**src/rtl/bp_seq_pkg.sv**
```systemverilog
package bp_seq_pkg;
  localparam int FLAG_W     = 4;
  localparam int FLAG_INV   = 0;
  localparam int FLAG_NOACK = 1;
  localparam int FLAG_LEVEL = 2;
  localparam int FLAG_RELHI = 3;

  typedef enum logic [1:0] {
    ST_IDLE,
    ST_ISSUE,
    ST_WAIT,
    ST_FIN
  } seqState_t;

  typedef struct packed {
    logic issue;
    logic actSet;
    logic errSet;
    logic errClr;
  } bpStrobe_t;
endpackage

```
**src/rtl/bp_seq_ctrl.sv**
```systemverilog
module bp_seq_ctrl
  import bp_seq_pkg::*;
#(
  parameter int N       = 4,
  parameter int TIMEOUT = 1024,
  localparam int IW = (N > 1) ? $clog2(N) : 1,
  localparam int CW = $clog2(TIMEOUT + 1)
) (
  input  logic          clk,
  input  logic          rstN,
  input  logic          req,
  input  logic          reqFence,
  input  logic          zeroMask,
  input  logic          invFlag,
  input  logic          noAck,
  input  logic          setMet,
  input  logic          clrMet,
  output logic [IW-1:0] idx,
  output bpStrobe_t     strb,
  output logic          busy,
  output logic          done
);
  seqState_t state, stateD;
  logic [IW-1:0] idxD;
  logic [CW-1:0] cnt, cntD;
  logic fence, fenceD;
  logic actQ, actD;
  logic lastIdx;
  logic [IW-1:0] stepIdx;
  logic met;

  assign lastIdx = fence ? (idx == IW'(N - 1)) : (idx == '0);
  assign stepIdx = fence ? idx + IW'(1) : idx - IW'(1);
  assign met     = (!actQ && noAck) || (actQ ? setMet : clrMet);

  always_comb begin
    stateD = state;
    idxD   = idx;
    cntD   = cnt;
    fenceD = fence;
    actD   = actQ;
    strb   = '0;
    unique case (state)
      ST_IDLE: begin
        if (req) begin
          fenceD      = reqFence;
          idxD        = reqFence ? '0 : IW'(N - 1);
          strb.errClr = 1'b1;
          stateD      = ST_ISSUE;
        end
      end
      ST_ISSUE: begin
        if (zeroMask) begin
          if (fence || lastIdx) stateD = ST_FIN;
          else                  idxD   = stepIdx;
        end else begin
          strb.issue  = 1'b1;
          strb.actSet = fence ^ invFlag;
          actD        = fence ^ invFlag;
          cntD        = '0;
          stateD      = ST_WAIT;
        end
      end
      ST_WAIT: begin
        if (met) begin
          if (lastIdx) stateD = ST_FIN;
          else begin
            idxD   = stepIdx;
            stateD = ST_ISSUE;
          end
        end else if (cnt == CW'(TIMEOUT - 1)) begin
          strb.errSet = 1'b1;
          stateD      = ST_FIN;
        end else begin
          cntD = cnt + CW'(1);
        end
      end
      ST_FIN:  stateD = ST_IDLE;
      default: stateD = ST_IDLE;
    endcase
  end

  always_ff @(posedge clk) begin
    if (!rstN) begin
      state <= ST_IDLE;
      idx   <= '0;
      cnt   <= '0;
      fence <= 1'b0;
      actQ  <= 1'b0;
    end else begin
      state <= stateD;
      idx   <= idxD;
      cnt   <= cntD;
      fence <= fenceD;
      actQ  <= actD;
    end
  end

  assign busy = (state == ST_ISSUE) || (state == ST_WAIT);
  assign done = (state == ST_FIN);
endmodule

```
**src/rtl/bp_seq_dpath.sv**
```systemverilog
module bp_seq_dpath
  import bp_seq_pkg::*;
#(
  parameter int N = 4,
  parameter int W = 8,
  localparam int IW = (N > 1) ? $clog2(N) : 1
) (
  input  logic              clk,
  input  logic              rstN,
  input  logic [IW-1:0]     idx,
  input  bpStrobe_t         strb,
  input  logic [N*W-1:0]    entryMask,
  input  logic [N*W-1:0]    entryStaMask,
  input  logic [N*FLAG_W-1:0] entryFlags,
  input  logic [N*W-1:0]    staIn,
  output logic              zeroMask,
  output logic              invFlag,
  output logic              noAck,
  output logic              setMet,
  output logic              clrMet,
  output logic [N*W-1:0]    protLevel,
  output logic [N*W-1:0]    setStrobe,
  output logic [N*W-1:0]    clrStrobe,
  output logic              timeoutErr
);
  logic [W-1:0]      curMask, curSta, curStaMask, relLevel;
  logic [FLAG_W-1:0] curFlags;

  assign curMask    = entryMask[idx*W +: W];
  assign curStaMask = entryStaMask[idx*W +: W];
  assign curSta     = staIn[idx*W +: W] & curStaMask;
  assign curFlags   = entryFlags[idx*FLAG_W +: FLAG_W];
  assign relLevel   = curFlags[FLAG_RELHI] ? curStaMask : '0;

  assign zeroMask = (curMask == '0);
  assign invFlag  = curFlags[FLAG_INV];
  assign noAck    = curFlags[FLAG_NOACK];
  assign setMet   = (curSta == curStaMask);
  assign clrMet   = (curSta == relLevel);

  for (genvar i = 0; i < N; i++) begin : g_entry
    logic hit, lvlStyle;
    logic [W-1:0] m;
    assign hit      = strb.issue && (idx == IW'(i));
    assign lvlStyle = entryFlags[i*FLAG_W + FLAG_LEVEL];
    assign m        = entryMask[i*W +: W];

    always_ff @(posedge clk) begin
      if (!rstN) begin
        protLevel[i*W +: W] <= '0;
        setStrobe[i*W +: W] <= '0;
        clrStrobe[i*W +: W] <= '0;
      end else begin
        setStrobe[i*W +: W] <= (hit && !lvlStyle && strb.actSet)  ? m : '0;
        clrStrobe[i*W +: W] <= (hit && !lvlStyle && !strb.actSet) ? m : '0;
        if (hit && lvlStyle) begin
          if (strb.actSet) protLevel[i*W +: W] <= protLevel[i*W +: W] | m;
          else             protLevel[i*W +: W] <= protLevel[i*W +: W] & ~m;
        end
      end
    end
  end

  always_ff @(posedge clk) begin
    if (!rstN)            timeoutErr <= 1'b0;
    else if (strb.errClr) timeoutErr <= 1'b0;
    else if (strb.errSet) timeoutErr <= 1'b1;
  end
endmodule

```
**src/rtl/bus_prot_seq.sv**
```systemverilog
module bus_prot_seq
  import bp_seq_pkg::*;
#(
  parameter int N       = 4,
  parameter int W       = 8,
  parameter int TIMEOUT = 1024,
  localparam int IW = (N > 1) ? $clog2(N) : 1
) (
  input  logic                clk,
  input  logic                rstN,
  input  logic                req,
  input  logic                reqFence,
  input  logic [N*W-1:0]      entryMask,
  input  logic [N*W-1:0]      entryStaMask,
  input  logic [N*FLAG_W-1:0] entryFlags,
  input  logic [N*W-1:0]      staIn,
  output logic [N*W-1:0]      protLevel,
  output logic [N*W-1:0]      setStrobe,
  output logic [N*W-1:0]      clrStrobe,
  output logic                busy,
  output logic                done,
  output logic                timeoutErr
);
  logic [IW-1:0] idx;
  bpStrobe_t strb;
  logic zeroMask, invFlag, noAck, setMet, clrMet;

  bp_seq_ctrl #(.N(N), .TIMEOUT(TIMEOUT)) u_ctrl (
    .clk(clk), .rstN(rstN), .req(req), .reqFence(reqFence),
    .zeroMask(zeroMask), .invFlag(invFlag), .noAck(noAck),
    .setMet(setMet), .clrMet(clrMet),
    .idx(idx), .strb(strb), .busy(busy), .done(done)
  );

  bp_seq_dpath #(.N(N), .W(W)) u_dpath (
    .clk(clk), .rstN(rstN), .idx(idx), .strb(strb),
    .entryMask(entryMask), .entryStaMask(entryStaMask),
    .entryFlags(entryFlags), .staIn(staIn),
    .zeroMask(zeroMask), .invFlag(invFlag), .noAck(noAck),
    .setMet(setMet), .clrMet(clrMet),
    .protLevel(protLevel), .setStrobe(setStrobe), .clrStrobe(clrStrobe),
    .timeoutErr(timeoutErr)
  );
endmodule

```
**config.mk**
```make
export PLATFORM = sky130hd
export DESIGN_NAME = bus_prot_seq
export DESIGN_NICKNAME = d
export VERILOG_FILES = /design/src/rtl/bp_seq_pkg.sv /design/src/rtl/bp_seq_ctrl.sv /design/src/rtl/bp_seq_dpath.sv /design/src/rtl/bus_prot_seq.sv
export SDC_FILE = /design/constraint.sdc
export NUM_CORES = 1
export LEC_CHECK = 0
export ABC_AREA = 1
export BUFFER_PORTS_ARGS = -buffer_cell sky130_fd_sc_hd__clkbuf_2
export CAP_MARGIN = 20
export CORE_AREA = 3 3 110 102
export CTS_BUF_LIST = sky130_fd_sc_hd__clkbuf_16
export DETAILED_ROUTE_END_ITERATION = 10
export DIE_AREA = 0 0 113 105
export GPL_ROUTABILITY_DRIVEN = 0
export PLACE_DENSITY = 0.92
export REMOVE_ABC_BUFFERS = 1
export SLEW_MARGIN = 20
export SYNTH_ARGS = -nofsm -noshare
export SYNTH_HDL_FRONTEND = slang
export SYNTH_SLANG_ARGS = --single-unit
```
**constraint.sdc**
```tcl
create_clock -name clk -period 3.64 [get_ports clk]
set_clock_uncertainty 0.05 [all_clocks]
set_input_delay 0.182 -clock clk [delete_from_list [all_inputs] [get_ports clk]]
set_output_delay 0.182 -clock clk [all_outputs]
set_load 0.005 [all_outputs]
```
Yosys cells after proc, flatten, opt, wreduce, memory -nomap -nowiden
Index checks and enable logic that the tools add are counted.
{"block": "word_totals", "wordCells": 142, "input_bits": 116, "out_inout_bits": 99, "regBits": 114}
{"block": "op_classes", "n_eq_ne": 19, "mux": 33, "n_shift": 4, "n_reduce_logical": 49, "bitwise": 16, "addsub": 3}
{"cell": "$shiftx A32 B6 Y8", "n": 3}
{"cell": "$and A8 B8 Y8", "n": 5}
{"cell": "$mux W8", "n": 5}
{"cell": "$mux W11", "n": 3}
{"cell": "$not A8 Y8", "n": 4}
{"cell": "$or A8 B8 Y8", "n": 4}
{"cell": "$mux W2", "n": 15}
{"cell": "$pmux W11 S2", "n": 1}
{"cell": "$logic_and A1 B1 Y1", "n": 21}
{"cell": "$reduce_and A2 Y1", "n": 10}
{"cell": "$eq A8 B8 Y1", "n": 2}
{"cell": "$shiftx A16 B5 Y4", "n": 1}
{"cell": "$ne A2 B2 Y1 const B", "n": 6}
{"cell": "$add A11 B1 Y11 const B", "n": 1}
{"cell": "$eq A11 B10 Y1 const B", "n": 1}
{"cell": "$eq A2 B2 Y1 const B", "n": 4}
{"cell": "$logic_not A8 Y1", "n": 1}
{"cell": "$pmux W2 S4", "n": 1}
{"cell": "$mux W1", "n": 7}
{"cell": "$logic_not A1 Y1", "n": 6}
{"cell": "$pmux W2 S3", "n": 1}
{"cell": "$reduce_and A6 Y1", "n": 1}
{"cell": "$eq A2 B1 Y1 const B", "n": 2}
{"cell": "$logic_not A2 Y1", "n": 2}
{"cell": "other kinds (13)", "n": 17}

Longest topological paths before layout
Gate-level depths: netlist of run 1.
{"block": "logic_depth", "ltp_word": 8, "depth_mapped": 20, "depth_no_buf": 17}

Cells and area by module
From an unflattened synthesis of run 1, not the netlist that was laid out.
{"block": "unflattened", "hier_cells": 813, "area_unflattened_um2": 5395.2}
{"module": "bp_seq_dpath", "cells_per_inst": 607, "seq_area_each_um2": 1941.9, "area_each_um2": 4147.7, "n_inst": 1}
{"module": "bp_seq_ctrl", "cells_per_inst": 206, "seq_area_each_um2": 340.3, "area_each_um2": 1247.4, "n_inst": 1}

Worst setup path after synthesis of run 1
Ideal clock, no wire load.
{"block": "synth_path", "path_type": "reg-to-reg", "from": "register u_ctrl.cnt[0]", "to": "register u_ctrl.cnt[1]", "n_path_buf": 1, "arrival_time_ns": 1.728, "t_required_ns": 3.462, "path_stages_with_launch": 15, "setup_ns": 0.128, "synth_period_minus_slack_ns": 1.906, "path_slack_ns": 1.734, "path_cell_list": "dfxtp_1 -> ha_1 -> nand2_1 -> nor3_2 -> and3_1 -> nand4_1 -> nand2_1 -> o21ai_0 -> nand2_1 -> inv_2 -> nand2_2 -> buf_6 -> nand2_1 -> nand2_1 -> nor2_1"}
{"block": "synth_between", "elab_chain_len": 4, "elab_cells_between_ends": 7, "cone_classes": "add/sub (1); eq/ne (2); mux (3); reduce/logical (1)"}
{"item": "from (decl)", "line": "bp_seq_ctrl.sv:25", "rtl": "logic [CW-1:0] cnt, cntD;"}
{"item": "from (signal assigned)", "line": "bp_seq_ctrl.sv:93", "rtl": "cnt <= cntD;"}
{"item": "$add A11 B1 Y11", "line": "bp_seq_ctrl.sv:75", "rtl": "cntD = cnt + CW'(1);"}
{"item": "$mux W11", "line": "bp_seq_ctrl.sv:71", "rtl": "end else if (cnt == CW'(TIMEOUT - 1)) begin"}
{"item": "$mux W11", "line": "bp_seq_ctrl.sv:65", "rtl": "if (met) begin"}
{"item": "$pmux W11 S2", "line": "bp_seq_ctrl.sv:43", "rtl": "unique case (state)"}
Several ways; a longest one is shown, not always the timed one. The select of a mux whose other input is x is not followed.
A chain may end at the register's enable or synchronous reset.

Worst setup path after layout of run 1
{"block": "layout_path", "from": "register u_ctrl.idx[0]", "to": "register u_ctrl.cnt[10]"}
{"block": "layout_between", "elab_chain_len": 7, "elab_cells_between_ends": 15, "cone_classes": "eq/ne (4); shift (4); mux (2); bitwise (1); reduce/logical (4)"}
{"item": "from (decl)", "line": "bp_seq_ctrl.sv:18", "rtl": "output logic [IW-1:0] idx,"}
{"item": "from (signal assigned)", "line": "bp_seq_ctrl.sv:92", "rtl": "idx <= idxD;"}
{"item": "$shiftx A32 B6 Y8, or another cell as far along", "line": "bp_seq_dpath.sv:31", "rtl": "assign curSta = staIn[idx*W +: W] & curStaMask;"}
{"item": "$and A8 B8 Y8 or $mux W8 (tied branches)", "line": "bp_seq_dpath.sv:31, bp_seq_dpath.sv:33"}
{"item": "$eq A8 B8 Y1 (on tied branches)", "line": "bp_seq_dpath.sv:39, bp_seq_dpath.sv:38"}
{"item": "$mux W1", "line": "bp_seq_ctrl.sv:34", "rtl": "assign met = (!actQ && noAck) || (actQ ? setMet : clrMet);"}
{"item": "$logic_or A1 B1 Y1", "line": "bp_seq_ctrl.sv:34"}
{"item": "$ne A2 B2 Y1 (no source line)"}
{"item": "$reduce_and A4 Y1 (no source line) *"}
Every way passes the cells marked *; elsewhere a longest branch is shown, timed or not.

==> flow_metrics.tcl, run 1 <==
set metrics [dict create \
    powerDensity_nw_per_um2 640 \
    via_per_inst 5.07 \
    period_minus_slack_ns 2.66 \
    tns_ns 0 \
    place_ws_ns 1.03 \
    rsz0062_at_grt "false" \
    cts_setup_buffers 0 \
    antenna_found_initial 0 \
    synthesis.area_um2 5240 \
    synth_area_per_cell_um2 7.19 \
    h-tree-depth 4 \
    grt_pass1_vias 5150 \
    fmaxAchievable_ghz 0.376 \
    grt_max_degree 43 \
    drc 0 \
    start_util_pct 51.6 \
    cp_max_fo 25 \
    vdd_drop_max_v 0.000376 \
    critPathKind "flop to flop" \
    final.setup.worst_slack_ns 0.982 \
    fp.dieArea_um2 11900 \
    slew_headroom_pct 59.5 \
    crit_arrival_ns 2.87 \
    area_delta_synth_final_pct 32.3 \
    cts_tree "built" \
    setup_viol 0 \
    first_pass_iters 5 \
    status "completed" \
    insertion_delay_ns 0.40 \
    n_antenna_cell 0 \
    drt.antenna.violating_nets 0 \
    drive_gt1_share_pct 30.6 \
    cts.path.max_buffers 2 \
    cts_made_buffers 17 \
    rows 35 \
    ys_ff_latch 114 \
    cp.required_ns 3.86 \
    clk_pin_slew_ns 0.06 \
    grt_pass1_wl_mm 23.9 \
    cts-root-buf "clkbuf_16" \
    hold_viol 0 \
    ioPinCount 215 \
    drt_wl_total_mm 15.0 \
    die_w_um 113 \
    dp_hpwl_mm 11.0 \
    cts.sinks 114 \
    cap_violations 0 \
    place_area_um2 6330 \
    avgRoutedWirePerCell_um 13.8 \
    period_share_pct 73.0 \
    drtIter0Drc 432 \
    synth_cells 729 \
    end_kind "flop" \
    ys_seq_area_share_pct 43.5 \
    tightestPinTransition_ns 0.607 \
    die_y_um 105 \
    cts_resized 0 \
    coreArea_um2 10200 \
    ys_types 34 \
    gr-total-overflow 0 \
    post-route-cell-area_um2 6940 \
    yosysWarningCount 0 \
    fin_nets 1068 \
    holdBufCountCts 2 \
    startpoint_type "flop" \
    routed-via-count 5500 \
    drv_slew 0 \
    grt.total_usage_pct 24.9 \
    port_buffers 214 \
    leakage_nw 3.66 \
    whs_ns 0.0156 \
    hold_class "primary input to flop" \
]
cells in the final DEF, fill, tap and decap left out, drive strengths merged:
cell,instances
clkbuf,231
nor2,176
nand2,129
dfxtp,114
inv,71
nand3,60
o21ai,57
nor3,42
a21oi,16
ha,10
clkinv,9
o22ai,8
xor2,6
nand4,6
buf,5
xnor2,4
clkinvlp,2
bufinv,2
dlygate4sd3,2
a32oi,1
and3,1
o21a,1
nand3b,1
or2,1
kinds of logic after synthesis:
family	after synthesis	share of synthesized area (%)
fa+ha+maj	10	2.39
simple gates	416	35.6
compound gates	83	8.38
xor+xnor	10	1.67
flops	114	43.5
buf+inv	96	8.47
area by class of cell:
cell class | instances | area (µm²)
Fill cell | 808 | 3220
Clock buffer | 17 | 425
Clock inverter | 15 | 159
Inverter | 69 | 264
Tap cell | 129 | 161
Timing Repair Buffer | 221 | 1130
Multi-Input combinational cell | 519 | 2520
Sequential cell | 114 | 2280
layer usage:
| metal | vias up | wire, µm | GRT usage [%] |
|---|---|---|---|
| li1 | 2758 | - | - |
| met1 | 2439 | 6080 | 29.2 |
| met2 | 279 | 7320 | 43.2 |
| met3 | 24 | 1290 | 7.53 |
| met4 | 0 | 260 | 8.33 |
| met5 | - | 0 | 0 |
per-stage QoR:
stage | utilization (%) | power [mW] | instances
finish | 68.3 | 4.44 | 1084
CTS | 68.3 | 4.45 | 1084
floorplan | - | 2.43 | 702
global placement | 62.3 | 2.82 | 1050
detailed placement | 62.3 | 2.85 | 1050
global route | 68.3 | 4.73 | 1084
critical path, stage by stage (launching register included):
cell and delay [ns]:
dfxtp_2 0.71, buf_4 0.34, nand2_1 0.07, nand3_1 0.09, nand2_2 0.14, nand2_4 0.13
nand2_1 0.07, nand3_1 0.07, nand2_1 0.06, nor2_2 0.11, nand2_2 0.08, nand2_4 0.09
nand2_4 0.09, nand2_2 0.21, nand2_1 0.09, nand2_1 0.07, nor2_1 0.04
final timing paths:
check	startpoint	endpoint	slack (ns)	cells past startpoint
worst max-delay path	u_ctrl.idx[0]$_SDFFE_PN0P_	u_ctrl.cnt[10]$_SDFFE_PN0P_	0.98	16
worst min-delay path	entryMask[21]	u_dpath.clrStrobe[21]$_SDFF_PN0_	0.02	3
worst max register to register	u_ctrl.idx[0]$_SDFFE_PN0P_	u_ctrl.cnt[10]$_SDFFE_PN0P_	0.98	16
worst min register to register	u_dpath.timeoutErr$_SDFFE_PP0P_	u_dpath.timeoutErr$_SDFFE_PP0P_	0.43	1
power breakdown:
part	leakage [nW]	switching [mW]	internal, mW
clock	0.285	0.593	1.01
sequential	0.921	0.0867	1.32
combinational	2.45	0.947	0.481
cells in the mapped netlist, drive strengths merged:
cell | count | area, µm²
o21ai | 57 | 285
and3 | 1 | 6.26
nand4 | 6 | 37.5
nor2 | 176 | 707
xor2 | 6 | 52.6
a21oi | 16 | 80.1
xnor2 | 4 | 35.0
or2 | 1 | 6.26
buf | 21 | 158
a32oi | 1 | 16.3
o21a | 1 | 7.51
clkinv | 2 | 7.51
dfxtp | 114 | 2280
nand2 | 129 | 559
nand3b | 1 | 7.51
o22ai | 8 | 50.1
clkbuf | 6 | 22.5
nand3 | 60 | 325
ha | 10 | 125
nor3 | 42 | 215
inv | 67 | 257
No activity file was read; power rests on OpenSTA's default activity.
==> run 2: changes to the inputs <==
Settings changed: CORE_AREA 3 3 110 102 to 3 3 120 110, DIE_AREA 0 0 113 105 to 0 0 123 113, PLACE_DENSITY 0.92 to 0.84.
Clock period 3.64 ns to 2.25 ns, I/O delays scaled along.
==> flow_metrics.tcl, run 2 (same netlist as run 1, synthesis figures left out) <==
set metrics [dict create \
    cts.path.max_buffers 2 \
    fin_nets 1117 \
    layout_commonest_cell "clkbuf_2" \
    layout_common_cells "clkbuf_2 (214), nor2_1 (164), nand2_1 (113), dfxtp_1 (113), inv_1 (61)" \
    die_w_um 123 \
    r2r_end "u_dpath.clrStrobe[14]$_SDFF_PN0_" \
    reg2reg_from "u_ctrl.idx[0]$_SDFFE_PN0P_" \
    drive_gt1_share_pct 31.5 \
    n_antenna_cell 0 \
    slew_headroom_pct 61.6 \
    fp.dieArea_um2 13900 \
    drt.antenna.violating_nets 0 \
    leakage_nw 3.93 \
    die_y_um 113 \
    insertion_delay_ns 0.40 \
    grt_max_degree 39 \
    cts-root-buf "clkbuf_16" \
    final.setup.worst_slack_ns 0.150 \
    grt_pass1_vias 5414 \
    fmaxAchievable_ghz 0.476 \
    cap_violations 0 \
    place_area_um2 6460 \
    antenna_found_initial 0 \
    area_delta_synth_final_pct 44.3 \
    cts_made_buffers 17 \
    cp_max_fo 8 \
    coreArea_um2 12000 \
    setup_viol 0 \
    hold_class "primary input to flop" \
    crit_arrival_ns 2.39 \
    ioPinCount 215 \
    h-tree-depth 4 \
    drtIter0Drc 383 \
    routed-via-count 5772 \
    period_share_pct 93.3 \
    clk_pin_slew_ns 0.06 \
    startpoint_type "flop" \
    r2r_cells 12 \
    dp_hpwl_mm 11.3 \
    post-route-cell-area_um2 7560 \
    cp.required_ns 2.54 \
    cts_tree "built" \
    tightestPinTransition_ns 0.576 \
    grt.total_usage_pct 22.5 \
    finalPower_mw 7.60 \
    status "completed" \
    end_kind "flop" \
    start_util_pct 43.6 \
    filler_cell_count 985 \
    cp-endpoint "u_dpath.clrStrobe[14]$_SDFF_PN0_" \
    final_cells 1164 \
    hold_viol 0 \
    vdd_drop_max_v 0.000607 \
    cts.sinks 114 \
    grt_pass1_wl_mm 25.1 \
    via_per_inst 4.96 \
    gr-total-overflow 0 \
    drc 0 \
    placed_cells 1089 \
    critPathKind "flop to flop" \
    avgRoutedWirePerCell_um 13.9 \
    reg2reg_setup_slack_ns 0.15 \
    place_ws_ns 0.125 \
    drt_wl_total_mm 16.2 \
    rows 38 \
    powerDensity_nw_per_um2 1010 \
    period_minus_slack_ns 2.10 \
    first_pass_iters 5 \
    cp-startpoint "u_ctrl.idx[0]$_SDFFE_PN0P_" \
    drv_slew 0 \
    port_buffers 214 \
]
## run 2: changes by cell type in the layout (fill, tap and decap cells not counted), sizes merged
cell         delta
bufinv          -1
dlygate4sd3    +32
inv             +3
buf            +15
clkbuf          +1
clkinvlp        -1
## run 2: how the worst min path moves through the flow
stage,cells past startpoint,to,startpoint
after floorplan,2,u_ctrl.idx[1]$_SDFFE_PN0P_,rstN
after global placement,3,u_dpath.clrStrobe[23]$_SDFF_PN0_,entryMask[23]
after detailed placement,3,u_dpath.clrStrobe[23]$_SDFF_PN0_,entryMask[23]
after CTS,4,u_dpath.setStrobe[22]$_SDFF_PN0_,entryFlags[10]
after global routing,4,u_ctrl.idx[1]$_SDFFE_PN0P_,reqFence
final,4,u_ctrl.idx[1]$_SDFFE_PN0P_,reqFence
## run 2: what timing repair did
action,in CTS,in global routing
hold buffers,34,0
hold endpoints to repair,65,0
setup endpoints to repair,0,87
gates resized for setup,0,21
setup buffers,0,7
## run 2: metal layers
layer | track usage [%] | vias up | routed length, µm
li1 | - | 2857 | -
met1 | 26.5 | 2630 | 6650
met2 | 39.6 | 253 | 7950
met3 | 5.20 | 32 | 1200
met4 | 8.12 | 0 | 381
met5 | 0 | - | 0
## run 2: critical path, stage by stage (launching register included)
cell	delay, ns
dfxtp_4	0.39
buf_4	0.19
nor3_2	0.17
nand3_1	0.12
o21ai_1	0.14
nand3_2	0.16
nand3_4	0.14
nor2_4	0.05
inv_2	0.11
nand2_1	0.11
inv_4	0.13
nand2_2	0.13
nor2_1	0.13
## run 2: layout make-up
| class | count | area (µm²) | area share, % |
|---|---|---|---|
| flip-flops and latches | 114 | 2290 | 30.2 |
| inverters | 69 | 277 | 3.66 |
| clock inverters | 15 | 149 | 1.97 |
| clock buffers | 17 | 425 | 5.62 |
| multi-input cells | 519 | 2610 | 34.5 |
| well taps | 160 | 200 | 2.65 |
| repair buffers | 269 | 1610 | 21.3 |
| repair inverters | 1 | 8.76 | 0.116 |
## run 2: report_power, final
| part | internal, mW | switching (mW) |
|---|---|---|
| registers | 2.14 | 0.103 |
| clock network | 1.55 | 1.04 |
| logic | 1.05 | 1.72 |
## run 2: metrics by stage
step | TNS [ns] | util (%) | hold WS, ns
5_1_grt | -0.0103 | 62.9 | 0.0540
3_3_place_gp | 0 | 53.7 | 0.340
6_report | 0 | 62.9 | 0.0486
2_1_floorplan | -47.02 | - | 0.183
3_5_place_dp | 0 | 53.7 | 0.344
4_1_cts | 0 | 61.3 | 0.0350
